$ cat config.mk
export PLATFORM = sky130hd
export DESIGN_NAME = i2c_reg_slave
export DESIGN_NICKNAME = d
export VERILOG_FILES = /design/src/rtl/i2c_slv_pkg.sv /design/src/rtl/i2c_bus_cond.sv /design/src/rtl/i2c_slv_fsm.sv /design/src/rtl/i2c_reg_slave.sv
export SDC_FILE = /design/constraint.sdc
export NUM_CORES = 1
export LEC_CHECK = 0
export ABC_CLOCK_PERIOD_IN_PS = 2800
export CORE_ASPECT_RATIO = 0.75
export CORE_UTILIZATION = 35
export DETAILED_ROUTE_END_ITERATION = 16
export GPL_TIMING_DRIVEN = 0
export SLEW_MARGIN = 15
export SYNTH_ARGS = -nofsm -noshare
export SYNTH_HDL_FRONTEND = slang
export SYNTH_SLANG_ARGS = --single-unit
$ cat constraint.sdc
create_clock -name clk -period 2.8 [get_ports clk]
set_clock_uncertainty 0.05 [all_clocks]
set_input_delay 0.28 -clock clk [delete_from_list [all_inputs] [get_ports clk]]
set_output_delay 0.28 -clock clk [all_outputs]
set_load 0.005 [all_outputs]
$ cat src/rtl/i2c_slv_pkg.sv
package i2c_slv_pkg;
  typedef enum logic [2:0] {
    ST_IDLE,
    ST_ADDR,
    ST_AACK,
    ST_WDAT,
    ST_WACK,
    ST_RDAT,
    ST_RACK
  } slv_st_e;
endpackage

$ cat src/rtl/i2c_bus_cond.sv
module i2c_bus_cond (
  input  logic clk,
  input  logic rst_n,
  input  logic scl_i,
  input  logic sda_i,
  output logic scl_rise_o,
  output logic scl_fall_o,
  output logic start_o,
  output logic stop_o
);
  logic scl_q, sda_q;

  always_ff @(posedge clk or negedge rst_n) begin
    if (!rst_n) begin
      scl_q <= 1'b1;
      sda_q <= 1'b1;
    end else begin
      scl_q <= scl_i;
      sda_q <= sda_i;
    end
  end

  assign scl_rise_o = scl_i & ~scl_q;
  assign scl_fall_o = ~scl_i & scl_q;
  // SDA edges while SCL is steadily high are bus conditions
  assign start_o    = scl_i & scl_q & sda_q & ~sda_i;
  assign stop_o     = scl_i & scl_q & ~sda_q & sda_i;
endmodule

$ cat src/rtl/i2c_slv_fsm.sv
module i2c_slv_fsm
  import i2c_slv_pkg::*;
#(
  parameter int unsigned ADW = 7,
  parameter int unsigned DW  = 8,
  parameter logic [ADW-1:0] DEV_ADDR = 7'h24
) (
  input  logic          clk,
  input  logic          rst_n,
  input  logic          sda_i,
  input  logic          scl_rise_i,
  input  logic          scl_fall_i,
  input  logic          start_i,
  input  logic          stop_i,
  input  logic [DW-1:0] status_i,
  output logic          sda_oe_o,
  output logic          ctrl_we_o,
  output logic [DW-1:0] ctrl_wdata_o,
  output logic          stat_rd_o
);
  localparam int unsigned CW = $clog2(DW + 1);
  localparam logic [CW-1:0] ABITS = CW'(ADW + 1);
  localparam logic [CW-1:0] DBITS = CW'(DW);
  localparam logic [CW-1:0] DLAST = CW'(DW - 1);

  slv_st_e       st_q, st_n;
  logic [CW-1:0] cnt_q, cnt_n;
  logic [DW-1:0] sh_q, sh_n;
  logic          oe_q, oe_n;
  logic          rw_q, rw_n;
  logic          rd_q, rd_n;
  logic          we_n;

  always_comb begin
    st_n  = st_q;
    cnt_n = cnt_q;
    sh_n  = sh_q;
    oe_n  = oe_q;
    rw_n  = rw_q;
    rd_n  = 1'b0;
    we_n  = 1'b0;
    if (stop_i) begin
      st_n  = ST_IDLE;
      oe_n  = 1'b0;
      cnt_n = '0;
    end else if (start_i) begin
      st_n  = ST_ADDR;
      oe_n  = 1'b0;
      cnt_n = '0;
    end else begin
      unique case (st_q)
        ST_ADDR: begin
          if (scl_rise_i) begin
            sh_n  = {sh_q[DW-2:0], sda_i};
            cnt_n = cnt_q + 1'b1;
          end else if (scl_fall_i && cnt_q == ABITS) begin
            cnt_n = '0;
            if (sh_q[ADW:1] == DEV_ADDR) begin
              oe_n = 1'b1;
              rw_n = sh_q[0];
              st_n = ST_AACK;
            end else begin
              st_n = ST_IDLE;
            end
          end
        end
        ST_AACK: begin
          if (scl_fall_i) begin
            cnt_n = '0;
            if (rw_q) begin
              sh_n = status_i;
              oe_n = ~status_i[DW-1];
              st_n = ST_RDAT;
            end else begin
              oe_n = 1'b0;
              st_n = ST_WDAT;
            end
          end
        end
        ST_WDAT: begin
          if (scl_rise_i) begin
            sh_n  = {sh_q[DW-2:0], sda_i};
            cnt_n = cnt_q + 1'b1;
          end else if (scl_fall_i && cnt_q == DBITS) begin
            cnt_n = '0;
            oe_n  = 1'b1;
            we_n  = 1'b1;
            st_n  = ST_WACK;
          end
        end
        ST_WACK: begin
          if (scl_fall_i) begin
            oe_n = 1'b0;
            st_n = ST_IDLE;
          end
        end
        ST_RDAT: begin
          if (scl_fall_i) begin
            if (cnt_q == DLAST) begin
              cnt_n = '0;
              oe_n  = 1'b0;
              st_n  = ST_RACK;
            end else begin
              cnt_n = cnt_q + 1'b1;
              sh_n  = {sh_q[DW-2:0], 1'b0};
              oe_n  = ~sh_q[DW-2];
            end
          end
        end
        ST_RACK: begin
          if (scl_rise_i) begin
            rd_n = 1'b1;
            st_n = ST_IDLE;
          end
        end
        default: ;
      endcase
    end
  end

  always_ff @(posedge clk or negedge rst_n) begin
    if (!rst_n) begin
      st_q  <= ST_IDLE;
      cnt_q <= '0;
      sh_q  <= '0;
      oe_q  <= 1'b0;
      rw_q  <= 1'b0;
      rd_q  <= 1'b0;
    end else begin
      st_q  <= st_n;
      cnt_q <= cnt_n;
      sh_q  <= sh_n;
      oe_q  <= oe_n;
      rw_q  <= rw_n;
      rd_q  <= rd_n;
    end
  end

  assign sda_oe_o     = oe_q;
  assign stat_rd_o    = rd_q;
  assign ctrl_we_o    = we_n;
  assign ctrl_wdata_o = sh_q;

  // the clear strobe lasts one cycle
  a_r7_strobe_single: assert property (@(posedge clk) disable iff (!rst_n)
    stat_rd_o |=> !stat_rd_o);
  // the target only starts pulling low after an SCL fall
  a_r10_oe_after_fall: assert property (@(posedge clk) disable iff (!rst_n)
    $rose(oe_q) |-> $past(scl_fall_i));
  // STOP leaves the target idle with SDA released
  a_r8_stop_idle: assert property (@(posedge clk) disable iff (!rst_n)
    stop_i |=> (st_q == ST_IDLE) && !oe_q);
  // START enters the address phase
  a_r9_start_addr: assert property (@(posedge clk) disable iff (!rst_n)
    (start_i && !stop_i) |=> (st_q == ST_ADDR) && (cnt_q == '0));
  // no drive while the address is shifting in
  a_r4_addr_quiet: assert property (@(posedge clk) disable iff (!rst_n)
    (st_q == ST_ADDR) |-> !oe_q);
endmodule

$ cat src/rtl/i2c_reg_slave.sv
module i2c_reg_slave #(
  parameter int unsigned ADW = 7,
  parameter int unsigned DW  = 8,
  parameter logic [ADW-1:0] DEV_ADDR = 7'h24,
  parameter logic [DW-1:0]  CTRL_RST = 8'h00
) (
  input  logic          clk,
  input  logic          rst_n,
  input  logic          scl_i,
  input  logic          sda_i,
  output logic          sda_oe_o,
  input  logic [DW-1:0] status_i,
  output logic [DW-1:0] ctrl_o,
  output logic          stat_rd_o
);
  logic scl_rise, scl_fall, start_det, stop_det;
  logic ctrl_we;
  logic [DW-1:0] ctrl_wdata, ctrl_q;

  i2c_bus_cond u_cond (
    .clk        (clk),
    .rst_n      (rst_n),
    .scl_i      (scl_i),
    .sda_i      (sda_i),
    .scl_rise_o (scl_rise),
    .scl_fall_o (scl_fall),
    .start_o    (start_det),
    .stop_o     (stop_det)
  );

  i2c_slv_fsm #(
    .ADW      (ADW),
    .DW       (DW),
    .DEV_ADDR (DEV_ADDR)
  ) u_fsm (
    .clk          (clk),
    .rst_n        (rst_n),
    .sda_i        (sda_i),
    .scl_rise_i   (scl_rise),
    .scl_fall_i   (scl_fall),
    .start_i      (start_det),
    .stop_i       (stop_det),
    .status_i     (status_i),
    .sda_oe_o     (sda_oe_o),
    .ctrl_we_o    (ctrl_we),
    .ctrl_wdata_o (ctrl_wdata),
    .stat_rd_o    (stat_rd_o)
  );

  always_ff @(posedge clk or negedge rst_n) begin
    if (!rst_n) begin
      ctrl_q <= CTRL_RST;
    end else if (ctrl_we) begin
      ctrl_q <= ctrl_wdata;
    end
  end

  assign ctrl_o = ctrl_q;

  // the control byte only moves as the data acknowledge begins
  a_r3_ctrl_at_ack: assert property (@(posedge clk) disable iff (!rst_n)
    !$stable(ctrl_q) |-> sda_oe_o && !scl_i);
endmodule

==> impl_metrics.tcl, run 1 <==
set metrics [dict create \
    core_sq_um 4230 \
    dp_hpwl_microns 2710 \
    track_usage_pct 17.0 \
    r2r-start "u_cond.scl_q$_DFF_PN1_" \
    timing.fmax_mhz 447 \
    drt_pass1_iterations 4 \
    leakagePower_nw 0.822 \
    synthesis.area_sq_um 1610 \
    synthFlopType "dfrtp_1" \
    vias 1291 \
    grt_pass1_wl_microns 6210 \
    fin_crit_sh_pct 79.9 \
    clkLatencyLatePin_ns 0.28 \
    r2r_cells 4 \
    tns_ns 0 \
    fp.dieArea_sq_um 4890 \
    clockBufferDepth 2 \
    cp-end-kind "flip-flop" \
    rsz0062_at_grt "false" \
    io-pin-count 22 \
    rows 20 \
    regArea_sq_um 703 \
    via_per_inst 5.69 \
    grt_max_degree 29 \
    final_cell_mix "dfrtp_1, clkdlybuf4s50_1, mux2_2" \
    peakVddDrop_uv 298 \
    hold_start "ctrl_o[3]$_DFFE_PN0P_" \
    avgSynthCellArea_sq_um 11.0 \
    final_layout_size_suffix_gt1_share_pct 19.8 \
    hold_path_depth 1 \
    final_nets 187 \
    critPathTopFamily "buffers and inverters" \
    critPathMaxStageDelay_ns 0.60 \
    num_antenna_cells 0 \
    fp.dieW_microns 80.4 \
    slew_viol_final 0 \
    post_cts_buffers 0 \
    powerDensity_nw_per_um2 748 \
    cp.depth 5 \
    cp-start-kind "input pin" \
    cts_buffers 3 \
    ys_seq_area_share_pct 43.6 \
    maxCapViolCount 0 \
    worstMarginPinSlew_ns 0.639 \
    grt_remaining_overflow 0 \
    num-fill-cells 390 \
    initialDrtViolationCount 100 \
    arrival_ns 2.35 \
    drc 0 \
    multiInputGateArea_sq_um 857 \
    min_path_type "reg -> reg" \
    cts_tree "yes" \
    cts_max_level 1 \
    cp-startpoint "scl_i" \
    final_common_cell "dfrtp_1" \
    r2r_slack_ns 0.71 \
    synth_cell_type_count 47 \
    die_y_microns 60.8 \
    detail_route.wl_per_cell_microns 16.3 \
    power_mw 1.46 \
    portBuffers 21 \
    crit_path_cell_trace "clkdlybuf4s50_1 > nand4bb_1 > and3_4 > a211oi_4 > mux2_2" \
    clockRootBuffer "clkbuf_8" \
    yosys_warnings 0 \
    cp.required_ns 2.92 \
    grt_pass1_vias 1240 \
    synth_seq_cells 28 \
    area_growth_pct 21.0 \
    slowest_stage "clkdlybuf4s50_1" \
    design_area_sq_um 1950 \
    synth_edf_count 0 \
    gp_congestion 0.890 \
    place_area_sq_um 1890 \
    min_period_ns 2.24 \
    hold_violations 0 \
    setup_viol_count_final 0 \
    cts.clk_slew.worst_paths_ns 0.10 \
    wirelength_microns 3690 \
    syn_nets 160 \
    critical_path_buf_inv_count 1 \
    synthArstFlopShare_pct 100 \
    initial_core_util_pct 38.1 \
    ant_nets 0 \
    slew_headroom_pct 57.4 \
    cts.sinks 28 \
    crit_fanout 11 \
    status "complete, no violations" \
    antenna_found_initial 0 \
    criticalPathCategory "in -> reg" \
    synth_cells 146 \
]
==> registers in the layout (all words and copies together), names as in the netlist <==
signal	cells
ctrl_o	8
u_fsm.st_q	3
u_fsm.sda_oe_o	1
u_fsm.cnt_q	4
u_cond.scl_q	1
u_fsm.stat_rd_o	1
u_fsm.rw_q	1
u_cond.sda_q	1
u_fsm.ctrl_wdata_o	8
==> stage by stage <==
step	setup slack (ns)	hold WS, ns	instances	util (%)
after floorplan	0.954	-0.0656	146	-
after global placement	0.289	0.436	222	44.7
after detailed placement	0.289	0.293	222	44.6
after CTS	0.591	0.466	227	46.2
after global routing	0.466	0.479	227	46.2
final	0.563	0.464	227	46.2
==> power by group <==
group          total (mW)  internal (mW)  switching, mW
sequential          0.598          0.506         0.0915
combinational       0.608          0.296          0.311
clock               0.254          0.126          0.128
total                1.46          0.929          0.531
==> what timing repair did <==
item,4_1_cts,5_1_grt
endpoints found under the hold margin,26,0
hold buffers,1,0
setup endpoints to repair,0,0
resized for setup,0,0
==> synth_stat cells (2+ instances only) <==
master     number  share of area, %
mux2i_1         5               3.1
nor2b_1         3               1.2
o21ai_0         5               1.6
and2_1          2              0.78
mux2_2         18                13
ha_1            2               1.6
nand3_1         4               1.2
and3_1          2              0.78
o22ai_1         3               1.2
a311oi_1        2               1.1
nand4bb_1       3               2.1
inv_1          10               2.3
a31oi_1         2              0.78
nand2_1         6               1.4
buf_2           3              0.93
nor3_1          2              0.62
a311o_1         2               1.2
nand2b_1        4               1.6
a32o_1          2               1.2
a21oi_1         5               1.6
dfrtp_1        26                40
dfstp_2         2               3.3
o32ai_1         2               1.1
nor2_1          6               1.4
mux2_1          3               2.1
==> metal layers <==
layer | track usage (%) | up-vias | wire, microns | share of wire [%]
li1 | - | 604 | - | -
met1 | 25.3 | 641 | 1840 | 50
met2 | 25.4 | 44 | 1620 | 44
met3 | 3.16 | 2 | 191 | 5.2
met4 | 3.83 | 0 | 31 | 0.84
met5 | 0 | - | 0 | 0
==> cells by family after synthesis <==
family	count (synthesis)	share of synthesized area (%)
simple gates	43	17.2
compound gates	33	16.1
flops	28	43.6
mux	26	17.8
buf+inv	13	3.26
fa+ha+maj	2	1.55
xor+xnor	1	0.543
==> area by class of cell <==
cell class | count | area share, %
Buffer | 3 | 0.769
Clock buffer | 4 | 2.82
Inverter | 10 | 1.92
Multi-Input combinational cell | 105 | 43.9
Sequential cell | 28 | 36.0
Tap cell | 55 | 3.53
Timing Repair Buffer | 22 | 11.0
==> path summary, 6_finish.rpt <==
check                                                    end
min reg2reg                            ctrl_o[3]$_DFFE_PN0P_
min                                    ctrl_o[3]$_DFFE_PN0P_
max reg2reg                u_fsm.ctrl_wdata_o[0]$_DFFE_PN0P_
max in group asynchronous              ctrl_o[2]$_DFFE_PN0P_
min in group asynchronous  u_fsm.ctrl_wdata_o[3]$_DFFE_PN0P_
max                        u_fsm.ctrl_wdata_o[0]$_DFFE_PN0P_
Power figures use the tool's default switching activity.
==> run 2, diff against run 1 <==
ABC_CLOCK_PERIOD_IN_PS = 2090   (was 2800)
clock period = 2.09 ns   (was 2.8 ns; I/O delays follow)
==> impl_metrics.tcl, run 2 (synthesis gave the netlist of run 1 again) <==
set metrics [dict create \
    status "complete, no violations" \
    fp.dieW_microns 80.4 \
    slew_viol_final 0 \
    drt_pass1_iterations 4 \
    die_y_microns 60.8 \
    worstMarginPinSlew_ns 0.638 \
    track_usage_pct 17.0 \
    grt_pass1_wl_microns 6210 \
    fin_crit_sh_pct 96.5 \
    cts.sinks 28 \
    gp_congestion 0.890 \
    cp-startpoint "scl_i" \
    setup_viol_count_final 0 \
    cp-start-kind "input pin" \
    final_nets 188 \
    final_layout_size_suffix_gt1_share_pct 20.8 \
    cts_max_level 1 \
    powerDensity_nw_per_um2 1010 \
    cp.required_ns 2.21 \
    vias 1294 \
    r2r_cells 6 \
    arrival_ns 2.13 \
    p_comb_share_pct 42.8 \
    criticalPathCategory "in -> reg" \
    clockBufferDepth 2 \
    cp-end-kind "flip-flop" \
    final_common_cell "dfrtp_1" \
    wirelength_microns 3690 \
    maxCapViolCount 0 \
    cts_buffers 3 \
    area_growth_pct 22.4 \
    io-pin-count 22 \
    pre_cts_ws_ns -0.350 \
    num_antenna_cells 0 \
    netSwitchingPower_uw 718 \
    hold_violations 0 \
    final_cell_mix "dfrtp_1, clkdlybuf4s50_1, mux2_2" \
    r2r-start "u_fsm.st_q[1]$_DFFE_PN0P_" \
    initialDrtViolationCount 87 \
    slew_headroom_pct 57.5 \
    cts_tree "yes" \
    core_sq_um 4230 \
    initial_core_util_pct 38.1 \
    detail_route.wl_per_cell_microns 16.2 \
    dp_hpwl_microns 2710 \
    num-fill-cells 388 \
    via_per_inst 5.68 \
    timing.rr.end "u_fsm.ctrl_wdata_o[4]$_DFFE_PN0P_" \
    grt_max_degree 29 \
    timing.fmax_mhz 496 \
    leakagePower_nw 0.832 \
    peakVddDrop_uv 402 \
    grt_pass1_vias 1240 \
    p_clk_share_pct 17.1 \
    p_int_mw 1.28 \
    clockRootBuffer "clkbuf_8" \
    portBuffers 21 \
    rows 20 \
    antenna_found_initial 0 \
    crit_fanout 11 \
    seqPwrFrac_pct 40.2 \
    ant_nets 0 \
    min_path_type "in -> async" \
    switching_share_pct 36.0 \
    rsz0062_at_grt "false" \
    grt_remaining_overflow 0 \
    r2r_slack_ns 0.10 \
    drc 0 \
    setup_ws_ns 0.0734 \
    cts.clk_slew.worst_paths_ns 0.10 \
    hold_ws_ns 0.433 \
    clkLatencyLatePin_ns 0.28 \
    min_period_ns 2.02 \
    fp.dieArea_sq_um 4890 \
]
## run 2: changes by cell type in the layout (fill, tap and decap cells not counted)
cell     delta
buf_12      +1
nand2_1     -1
nand2_2     +1
## run 2: per-layer routing
layer / global-route usage (%) / up-vias / part of all wire [%]
li1: - / 609 / -
met1: 25.3 / 643 / 50
met2: 25.4 / 40 / 44
met3: 3.16 / 2 / 5.1
met4: 3.83 / 0 / 0.84
met5: 0 / - / 0
## run 2: worst max-delay path by stage
stage | end | cells past startpoint
floorplan | u_fsm.ctrl_wdata_o[0]$_DFFE_PN0P_ | 4
CTS | ctrl_o[0]$_DFFE_PN0P_ | 5
finish | u_fsm.ctrl_wdata_o[0]$_DFFE_PN0P_ | 6
global placement | u_fsm.ctrl_wdata_o[1]$_DFFE_PN0P_ | 5
global route | u_fsm.ctrl_wdata_o[0]$_DFFE_PN0P_ | 6
detailed placement | u_fsm.ctrl_wdata_o[0]$_DFFE_PN0P_ | 5
## run 2: area by class of cell
cell class / count / area [sq um] / share of cell area (%)
tap: 55 / 68.8 / 3.49
sequential: 28 / 703 / 35.6
inverter: 10 / 37.5 / 1.90
timing repair buffer: 23 / 235 / 11.9
multi-input combinational: 105 / 860 / 43.5
clock buffer: 4 / 55.1 / 2.79
buffer: 3 / 15.0 / 0.760
## run 2: power groups by stage
stage | sequential [mW] | combinational [mW] | clock [mW]
floorplan | 0.772 | 0.613 | 0
global placement | 0.805 | 0.787 | 0
detailed placement | 0.812 | 0.800 | 0
CTS | 0.801 | 0.850 | 0.350
global route | 0.818 | 0.937 | 0.373
finish | 0.801 | 0.853 | 0.340
## run 2: worst max-delay path, stage by stage
cell and delay (ns):
clkdlybuf4s50_1 0.69, nor2b_1 0.30, o22ai_1 0.15, a211oi_4 0.29
buf_12 0.16, mux2_2 0.32
## run 2: what timing repair did
item | in CTS | in global routing
buffers inserted | 1 | 0
hold buffers | 1 | 0
gates resized for setup | 0 | 1
setup endpoints to repair | 7 | 5
pin swaps | 1 | 0
hold endpoints to repair | 26 | 0
## run 2: through the flow
stage          utilization [%]  std cells  setup TNS (ns)  power, mW  cell area, sq um
4_1_cts                   46.6        228               0       2.00              1970
3_5_place_dp              44.6        222           -4.65       1.61              1890
5_1_grt                   46.7        228               0       2.13              1970
6_report                  46.7        228               0       1.99              1970
2_1_floorplan                -        146               0       1.38              1610
3_3_place_gp              44.7        222           -4.37       1.59              1890
